`config.mk`:
```
export PLATFORM = sky130hd
export DESIGN_NAME = vid_ctl_seq
export DESIGN_NICKNAME = d
export VERILOG_FILES = /design/src/rtl/vcs_pkg.sv /design/src/rtl/vcs_seq.sv /design/src/rtl/vcs_regs.sv /design/src/rtl/vcs_shadow.sv /design/src/rtl/vid_ctl_seq.sv
export SDC_FILE = /design/constraint.sdc
export NUM_CORES = 1
export LEC_CHECK = 0
export CELL_PAD_IN_SITES_DETAIL_PLACEMENT = 1
export CELL_PAD_IN_SITES_GLOBAL_PLACEMENT = 2
export CORE_ASPECT_RATIO = 1.2
export CORE_MARGIN = 10
export CORE_UTILIZATION = 30
export DETAILED_ROUTE_END_ITERATION = 7
export GPL_TIMING_DRIVEN = 1
export PLACE_DENSITY = 0.79
export SLEW_MARGIN = 20
export SYNTH_ARGS = -nofsm -noshare
export SYNTH_HDL_FRONTEND = slang
export SYNTH_SLANG_ARGS = --single-unit
```
`constraint.sdc`:
```
create_clock -name clk -period 3.4 [get_ports clk]
set_input_delay 0.51 -clock clk [delete_from_list [all_inputs] [get_ports clk]]
set_output_delay 0.51 -clock clk [all_outputs]
set_load 0.02 [all_outputs]
```
`src/rtl/vcs_pkg.sv`:
```
package vcs_pkg;

  typedef enum logic [1:0] {
    FMT_RGB = 2'd0,
    FMT_444 = 2'd1,
    FMT_422 = 2'd2,
    FMT_420 = 2'd3
  } fmt_e;

  localparam int A_CTRL   = 'h00;
  localparam int A_INFMT  = 'h10;
  localparam int A_OUTFMT = 'h18;
  localparam int A_WIDTH  = 'h20;
  localparam int A_HEIGHT = 'h28;
  localparam int A_COEF0  = 'h50;
  localparam int A_OFF0   = 'h98;
  localparam int A_CLAMP  = 'hB0;
  localparam int A_CLIP   = 'hB8;
  localparam int A_STEP   = 8;

  localparam int B_START = 0;
  localparam int B_DONE  = 1;
  localparam int B_IDLE  = 2;
  localparam int B_READY = 3;
  localparam int B_AUTO  = 7;

endpackage

```
`src/rtl/vcs_seq.sv`:
```
module vcs_seq #(
  parameter int XW = 14,
  parameter int YW = 13
) (
  input  logic          clk,
  input  logic          rst,
  input  logic          start_q,
  input  logic          pix_ready,
  input  logic [XW-1:0] width,
  input  logic [YW-1:0] height,
  output logic          frm_begin,
  output logic          frm_end,
  output logic          run,
  output logic          sof,
  output logic          eol,
  output logic          last,
  output logic [XW-1:0] x,
  output logic [YW-1:0] y
);

  logic          run_q, sof_q, eol_q, last_q;
  logic [XW-1:0] x_q, x_nxt;
  logic [YW-1:0] y_q;
  logic          advance, at_eol;

  assign advance   = run_q & pix_ready;
  assign frm_end   = advance & last_q;
  assign frm_begin = start_q & (~run_q | frm_end);
  assign x_nxt     = x_q + 1'b1;
  assign at_eol    = (x_nxt == width - 1'b1);

  always_ff @(posedge clk) begin
    if (rst) begin
      run_q  <= 1'b0;
      sof_q  <= 1'b0;
      eol_q  <= 1'b0;
      last_q <= 1'b0;
      x_q    <= '0;
      y_q    <= '0;
    end else if (frm_begin) begin
      run_q  <= 1'b1;
      sof_q  <= 1'b1;
      eol_q  <= 1'b0;
      last_q <= 1'b0;
      x_q    <= '0;
      y_q    <= '0;
    end else if (frm_end) begin
      run_q  <= 1'b0;
      sof_q  <= 1'b0;
      eol_q  <= 1'b0;
      last_q <= 1'b0;
    end else if (advance) begin
      sof_q <= 1'b0;
      if (eol_q) begin
        x_q    <= '0;
        y_q    <= y_q + 1'b1;
        eol_q  <= 1'b0;
        last_q <= 1'b0;
      end else begin
        x_q    <= x_nxt;
        eol_q  <= at_eol;
        last_q <= at_eol & (y_q == height - 1'b1);
      end
    end
  end

  assign run  = run_q;
  assign sof  = sof_q;
  assign eol  = eol_q;
  assign last = last_q;
  assign x    = x_q;
  assign y    = y_q;

endmodule

```
`src/rtl/vcs_regs.sv`:
```
module vcs_regs
  import vcs_pkg::*;
#(
  parameter int AW    = 8,
  parameter int DW    = 32,
  parameter int CW    = 16,
  parameter int NCOEF = 9,
  parameter int NOFF  = 3,
  parameter int MIN_W = 64,
  parameter int MAX_W = 8192,
  parameter int MIN_H = 64,
  parameter int MAX_H = 4320,
  parameter int UNITY = 4096,
  parameter int DEPTH = 8,
  parameter int XW    = 14,
  parameter int YW    = 13
) (
  input  logic                  clk,
  input  logic                  rst,
  input  logic                  wr,
  input  logic                  rd,
  input  logic [AW-1:0]         addr,
  input  logic [DW-1:0]         wdata,
  output logic [DW-1:0]         rdata,
  input  logic                  frm_begin,
  input  logic                  frm_end,
  input  logic                  run,
  output logic                  start_q,
  output logic [1:0]            in_fmt,
  output logic [1:0]            out_fmt,
  output logic [XW-1:0]         width,
  output logic [YW-1:0]         height,
  output logic [NCOEF*CW-1:0]   coef,
  output logic [NOFF*CW-1:0]    off,
  output logic [CW-1:0]         clamp,
  output logic [CW-1:0]         clip
);

  logic          auto_q, done_q;
  logic [1:0]    in_fmt_q, out_fmt_q;
  logic [XW-1:0] width_q;
  logic [YW-1:0] height_q;
  logic [CW-1:0] coef_q [NCOEF];
  logic [CW-1:0] off_q  [NOFF];
  logic [CW-1:0] clamp_q, clip_q;
  logic [DW-1:0] rd_mux;
  logic          ctl_hit;

  assign ctl_hit = (addr == AW'(A_CTRL));

  function automatic logic [XW-1:0] sat_w(input logic [DW-1:0] v);
    if (v < DW'(MIN_W))      return XW'(MIN_W);
    else if (v > DW'(MAX_W)) return XW'(MAX_W);
    else                     return v[XW-1:0];
  endfunction

  function automatic logic [YW-1:0] sat_h(input logic [DW-1:0] v);
    if (v < DW'(MIN_H))      return YW'(MIN_H);
    else if (v > DW'(MAX_H)) return YW'(MAX_H);
    else                     return v[YW-1:0];
  endfunction

  // run control and status
  always_ff @(posedge clk) begin
    if (rst) begin
      start_q <= 1'b0;
      auto_q  <= 1'b0;
      done_q  <= 1'b0;
    end else begin
      if (wr && ctl_hit) begin
        start_q <= wdata[B_START];
        auto_q  <= wdata[B_AUTO];
      end else if (frm_begin && !auto_q) begin
        start_q <= 1'b0;
      end
      if (frm_end)            done_q <= 1'b1;
      else if (rd && ctl_hit) done_q <= 1'b0;
    end
  end

  // configuration storage
  always_ff @(posedge clk) begin
    if (rst) begin
      in_fmt_q  <= FMT_422;
      out_fmt_q <= FMT_422;
      width_q   <= XW'(MIN_W);
      height_q  <= YW'(MIN_H);
      clamp_q   <= '0;
      clip_q    <= CW'((1 << DEPTH) - 1);
      for (int i = 0; i < NCOEF; i++)
        coef_q[i] <= (i % 4 == 0) ? CW'(UNITY) : '0;
      for (int c = 0; c < NOFF; c++)
        off_q[c] <= '0;
    end else if (wr) begin
      if (addr == AW'(A_INFMT))  in_fmt_q  <= wdata[1:0];
      if (addr == AW'(A_OUTFMT)) out_fmt_q <= wdata[1:0];
      if (addr == AW'(A_WIDTH))  width_q   <= sat_w(wdata);
      if (addr == AW'(A_HEIGHT)) height_q  <= sat_h(wdata);
      if (addr == AW'(A_CLAMP))  clamp_q   <= wdata[CW-1:0];
      if (addr == AW'(A_CLIP))   clip_q    <= wdata[CW-1:0];
      for (int i = 0; i < NCOEF; i++)
        if (addr == AW'(A_COEF0 + A_STEP * i)) coef_q[i] <= wdata[CW-1:0];
      for (int c = 0; c < NOFF; c++)
        if (addr == AW'(A_OFF0 + A_STEP * c)) off_q[c] <= wdata[CW-1:0];
    end
  end

  // read decode
  always_comb begin
    rd_mux = '0;
    if (ctl_hit) begin
      rd_mux[B_START] = start_q;
      rd_mux[B_DONE]  = done_q;
      rd_mux[B_IDLE]  = ~run;
      rd_mux[B_READY] = ~run & ~start_q;
      rd_mux[B_AUTO]  = auto_q;
    end
    if (addr == AW'(A_INFMT))  rd_mux = DW'(in_fmt_q);
    if (addr == AW'(A_OUTFMT)) rd_mux = DW'(out_fmt_q);
    if (addr == AW'(A_WIDTH))  rd_mux = DW'(width_q);
    if (addr == AW'(A_HEIGHT)) rd_mux = DW'(height_q);
    if (addr == AW'(A_CLAMP))  rd_mux = DW'(clamp_q);
    if (addr == AW'(A_CLIP))   rd_mux = DW'(clip_q);
    for (int i = 0; i < NCOEF; i++)
      if (addr == AW'(A_COEF0 + A_STEP * i))
        rd_mux = {{(DW-CW){coef_q[i][CW-1]}}, coef_q[i]};
    for (int c = 0; c < NOFF; c++)
      if (addr == AW'(A_OFF0 + A_STEP * c))
        rd_mux = {{(DW-CW){off_q[c][CW-1]}}, off_q[c]};
  end

  always_ff @(posedge clk) begin
    if (rst)     rdata <= '0;
    else if (rd) rdata <= rd_mux;
  end

  generate
    for (genvar g = 0; g < NCOEF; g++) begin : g_coef
      assign coef[g*CW +: CW] = coef_q[g];
    end
    for (genvar g = 0; g < NOFF; g++) begin : g_off
      assign off[g*CW +: CW] = off_q[g];
    end
  endgenerate

  assign in_fmt  = in_fmt_q;
  assign out_fmt = out_fmt_q;
  assign width   = width_q;
  assign height  = height_q;
  assign clamp   = clamp_q;
  assign clip    = clip_q;

endmodule

```
`src/rtl/vcs_shadow.sv`:
```
module vcs_shadow
  import vcs_pkg::*;
#(
  parameter int CW    = 16,
  parameter int NCOEF = 9,
  parameter int NOFF  = 3,
  parameter int MIN_W = 64,
  parameter int MIN_H = 64,
  parameter int UNITY = 4096,
  parameter int DEPTH = 8,
  parameter int XW    = 14,
  parameter int YW    = 13
) (
  input  logic                clk,
  input  logic                rst,
  input  logic                load,
  input  logic [1:0]          in_fmt,
  input  logic [1:0]          out_fmt,
  input  logic [XW-1:0]       width,
  input  logic [YW-1:0]       height,
  input  logic [NCOEF*CW-1:0] coef,
  input  logic [NOFF*CW-1:0]  off,
  input  logic [CW-1:0]       clamp,
  input  logic [CW-1:0]       clip,
  output logic [1:0]          a_in_fmt,
  output logic [1:0]          a_out_fmt,
  output logic [XW-1:0]       a_width,
  output logic [YW-1:0]       a_height,
  output logic [NCOEF*CW-1:0] a_coef,
  output logic [NOFF*CW-1:0]  a_off,
  output logic [CW-1:0]       a_clamp,
  output logic [CW-1:0]       a_clip
);

  always_ff @(posedge clk) begin
    if (rst) begin
      a_in_fmt  <= FMT_422;
      a_out_fmt <= FMT_422;
      a_width   <= XW'(MIN_W);
      a_height  <= YW'(MIN_H);
      a_off     <= '0;
      a_clamp   <= '0;
      a_clip    <= CW'((1 << DEPTH) - 1);
      for (int i = 0; i < NCOEF; i++)
        a_coef[i*CW +: CW] <= (i % 4 == 0) ? CW'(UNITY) : '0;
    end else if (load) begin
      a_in_fmt  <= in_fmt;
      a_out_fmt <= out_fmt;
      a_width   <= width;
      a_height  <= height;
      a_coef    <= coef;
      a_off     <= off;
      a_clamp   <= clamp;
      a_clip    <= clip;
    end
  end

endmodule

```
`src/rtl/vid_ctl_seq.sv`:
```
module vid_ctl_seq #(
  parameter int AW    = 8,
  parameter int DW    = 32,
  parameter int CW    = 16,
  parameter int NCOEF = 9,
  parameter int NOFF  = 3,
  parameter int MIN_W = 64,
  parameter int MAX_W = 8192,
  parameter int MIN_H = 64,
  parameter int MAX_H = 4320,
  parameter int UNITY = 4096,
  parameter int DEPTH = 8,
  localparam int XW   = $clog2(MAX_W + 1),
  localparam int YW   = $clog2(MAX_H + 1)
) (
  input  logic                clk,
  input  logic                rst,
  input  logic                reg_wr,
  input  logic                reg_rd,
  input  logic [AW-1:0]       reg_addr,
  input  logic [DW-1:0]       reg_wdata,
  output logic [DW-1:0]       reg_rdata,
  input  logic                pix_ready,
  output logic                out_valid,
  output logic                out_sof,
  output logic                out_eol,
  output logic                out_last,
  output logic [XW-1:0]       pix_x,
  output logic [YW-1:0]       pix_y,
  output logic [1:0]          act_in_fmt,
  output logic [1:0]          act_out_fmt,
  output logic [XW-1:0]       act_width,
  output logic [YW-1:0]       act_height,
  output logic [NCOEF*CW-1:0] act_coef,
  output logic [NOFF*CW-1:0]  act_off,
  output logic [CW-1:0]       act_clamp,
  output logic [CW-1:0]       act_clip
);

  logic                ctl_start, frm_begin, frm_end, seq_run;
  logic [1:0]          cfg_in_fmt, cfg_out_fmt;
  logic [XW-1:0]       cfg_width;
  logic [YW-1:0]       cfg_height;
  logic [NCOEF*CW-1:0] cfg_coef;
  logic [NOFF*CW-1:0]  cfg_off;
  logic [CW-1:0]       cfg_clamp, cfg_clip;

  vcs_regs #(
    .AW(AW), .DW(DW), .CW(CW), .NCOEF(NCOEF), .NOFF(NOFF),
    .MIN_W(MIN_W), .MAX_W(MAX_W), .MIN_H(MIN_H), .MAX_H(MAX_H),
    .UNITY(UNITY), .DEPTH(DEPTH), .XW(XW), .YW(YW)
  ) u_regs (
    .clk(clk), .rst(rst), .wr(reg_wr), .rd(reg_rd), .addr(reg_addr),
    .wdata(reg_wdata), .rdata(reg_rdata),
    .frm_begin(frm_begin), .frm_end(frm_end), .run(seq_run),
    .start_q(ctl_start),
    .in_fmt(cfg_in_fmt), .out_fmt(cfg_out_fmt),
    .width(cfg_width), .height(cfg_height),
    .coef(cfg_coef), .off(cfg_off), .clamp(cfg_clamp), .clip(cfg_clip)
  );

  vcs_shadow #(
    .CW(CW), .NCOEF(NCOEF), .NOFF(NOFF), .MIN_W(MIN_W), .MIN_H(MIN_H),
    .UNITY(UNITY), .DEPTH(DEPTH), .XW(XW), .YW(YW)
  ) u_shadow (
    .clk(clk), .rst(rst), .load(frm_begin),
    .in_fmt(cfg_in_fmt), .out_fmt(cfg_out_fmt),
    .width(cfg_width), .height(cfg_height),
    .coef(cfg_coef), .off(cfg_off), .clamp(cfg_clamp), .clip(cfg_clip),
    .a_in_fmt(act_in_fmt), .a_out_fmt(act_out_fmt),
    .a_width(act_width), .a_height(act_height),
    .a_coef(act_coef), .a_off(act_off),
    .a_clamp(act_clamp), .a_clip(act_clip)
  );

  vcs_seq #(.XW(XW), .YW(YW)) u_seq (
    .clk(clk), .rst(rst), .start_q(ctl_start), .pix_ready(pix_ready),
    .width(act_width), .height(act_height),
    .frm_begin(frm_begin), .frm_end(frm_end), .run(seq_run),
    .sof(out_sof), .eol(out_eol), .last(out_last),
    .x(pix_x), .y(pix_y)
  );

  assign out_valid = seq_run;

endmodule

```
==> results.txt <==
Detailed Place HPWL: 80500 um
non-filler cells, final: 3902
VDD IR-drop max: 0.386 mV
RePlAce Congestion: 0.950
Unique masters post-synth: 76
Storage cell area: 13200 sq um
utilization after layout: 40.2%
Leakage Power: 0.0103 uW
DR iter-0 viols: 1610
GR Overflow Total: 0
Synth Area in Simple Gates: 19.8%
port bufs: 362
setup bufs post-CTS: 0
total power: 14500 uW
top_reg_cell synth: dfxtp_1
top cells by area, synth: dfxtp_1, edfxtp_1, nand2_1
wire per inst: 27.2 um
Synth area leader: dfxtp_1
sequential fraction of the synthesis area: 57.7%
pin count of the biggest net entering global routing: 161
largest family of logic cells by synthesized area: simple AND/OR/NAND/NOR gates
H-tree depth: 2
Initial Utilization: 30.4%
RSZ-0062 raised after global routing: false
core footprint: 75100 sq um
worst-path cell chain: inv_1 -> ha_1 -> or3b_2 -> or2_2 -> nor4_1 -> xnor2_1 -> o211ai_1 -> a211oi_1 -> nand4_1 -> o21ai_1
vias per inst: 5.27
vias in the first global route: 21100
worst hold path cell count: 2
complex-gate fraction of the synthesized area: 15.1%
Die Y-Extent: 322 um
dpl cells: 3788
Clock Sinks: 561
most common cell in the synthesized netlist: nand2_1
CP max stage delay: 510 ps
Nets: 2891
endpoints failing setup: 0
Avg Inst Size Synth: 9.29 sq um
Row Count: 110
Post-Syn Area: 22800 sq um
YS warnings: 0
final wirelength: 106000 um
FF+latch count, synth: 561
R2R cell count: 10
Pre-antenna DRT Iters: 5
root buffer cell: clkbuf_16
Slowest-stage cell, CP: or3b_2
Syn Nets: 2504
multiplexer share of the synthesized area: 1.25%
DRC Markers: 0
Syn Inst Count: 2455
run status: complete, no violations
Inserted Clock Buffers: 60
Final ANT Viol Nets: 0
final clock skew: 27.3 ps
num ports: 363
CP required: 3950 ps
fin area: 30200 sq um
Crit Path Class: reg2reg
initial antenna violation count: 7
Max-Cap Viols: 0
footprint of the multi-input gates: 8840 sq um
GR Util All Layers: 23.4%
CP max FO: 6
CTS max path bufs: 3
clk_lat worst skew: 640 ps
Worst Path Arrival: 3380 ps
Final min period: 2830 ps
share of the synthesized area in the top cell type: 32.4%
top cells by count, synth: nand2_1, dfxtp_1, a21oi_1
CTS tree: yes
die width: 272 um
Max transition margin: 45.9%
Adder-Cell Fraction of Synth Area: 0.219%
ys async rst share: 0%
global-route wire length before repair: 151000 um
Post-CTS Resized: 0
Post-Place Cell Area: 28200 sq um
fin worst setup slack: 567 ps
Syn-to-layout area delta: 32.6%
EDFF count, synth: 192
Filler cells: 8563
Crit. End Element: register
fmax: 353 MHz
DR vias: 20600
slew at the pin with the worst max-slew slack: 812 ps
Final Slew Violations: 0
PD cells: 480 nW/um^2
Hold WC Path Type: in2reg
Reg clk slew, reported paths: 60 ps
die area: 87500 sq um
count of final hold-check violations: 0
ratio of final minimum period to clock period: 83.3%
Synth Area in XOR/XNOR: 2.26%
Placement Setup Slack: -4.79 ps
CP Launch Type: register
cts hold-fix bufs: 0
ratio of cells with drive above 1 in the final layout: 9.75%
cell type report:
type / instances / share of cell area [%]
clock buffers: 85 / 5.87
diodes: 1 / 0.00828
multi-input cells: 1698 / 29.2
inverters: 12 / 0.149
well taps: 1008 / 4.17
clock inverters: 28 / 0.749
flip-flops and latches: 561 / 43.5
repair buffers: 509 / 16.3
worst max-delay path: cells and delay by family (launching register included):
family	cells	cell delay (ps)
AO/OA/AOI/OAI	3	570
XOR/XNOR	1	180
AND/OR/NAND/NOR	4	1340
flip-flops	1	380
adder cells (fa/ha/maj)	1	190
buffers and inverters	1	100
through the flow:
stage	hold slack, ps	TNS (ps)
after floorplan	441	0
after global placement	447	0
after detailed placement	449	-4.79
after CTS	275	0
after global routing	283	0
final	277	0
state kept, by name, indices dropped and copies added, names as in the netlist, 13 cells and up:
| register | cells |
|---|---|
| u_shadow.a_width | 14 |
| u_shadow.a_clip | 16 |
| u_regs.clamp | 16 |
| u_seq.y | 13 |
| u_regs.coef_q | 144 |
| u_regs.clip | 16 |
| u_shadow.a_off | 48 |
| u_shadow.a_height | 13 |
| u_seq.x | 14 |
| u_shadow.a_clamp | 16 |
| u_regs.height | 13 |
| u_shadow.a_coef | 144 |
| u_regs.width | 14 |
| u_regs.rdata | 17 |
| u_regs.off_q | 48 |
report_power, final:
part	switching, uW	internal (uW)
Sequential	188	7060
Combinational	389	206
Clock	2880	3800
Total	3450	11100
logic make-up after synthesis:
logic type,count (synthesis)
muxes,28
buffers and inverters,196
xor gates and xnor gates,58
AOI/OAI and AO/OA,577
DFF,561
and+or+nand+nor,1031
adders and majority gates,4
placed cells by master, fill, tap and decap left out, types with 25 or more instances in the layout:
| master | count |
|---|---|
| and2_1 | 32 |
| nand2_1 | 631 |
| buf_4 | 131 |
| xnor2_1 | 40 |
| dfxtp_1 | 369 |
| clkbuf_16 | 65 |
| nand3_1 | 43 |
| nor3_1 | 31 |
| nor2_1 | 162 |
| clkdlybuf4s50_1 | 361 |
| mux2i_1 | 25 |
| nand3b_1 | 25 |
| a22oi_1 | 44 |
| o21ai_0 | 66 |
| edfxtp_1 | 192 |
| a21oi_1 | 325 |
routing by layer:
layer	routed length (um)	global-route usage [%]
met5	65	0
met4	4100	8.60
met3	7100	5.08
met2	53100	41.1
met1	41600	27.4
worst paths after layout:
| path | startpoint | endpoint | slack, ps |
|---|---|---|---|
| setup reg to reg | u_shadow.a_height[0] | u_seq.last | 570 |
| setup / recovery | u_shadow.a_height[0] | u_seq.last | 570 |
| hold reg to reg | u_shadow.a_coef[16] | u_shadow.a_coef[16] | 450 |
| hold / removal | rst | u_shadow.a_off[36] | 280 |
Power figures use the tool's default switching activity.
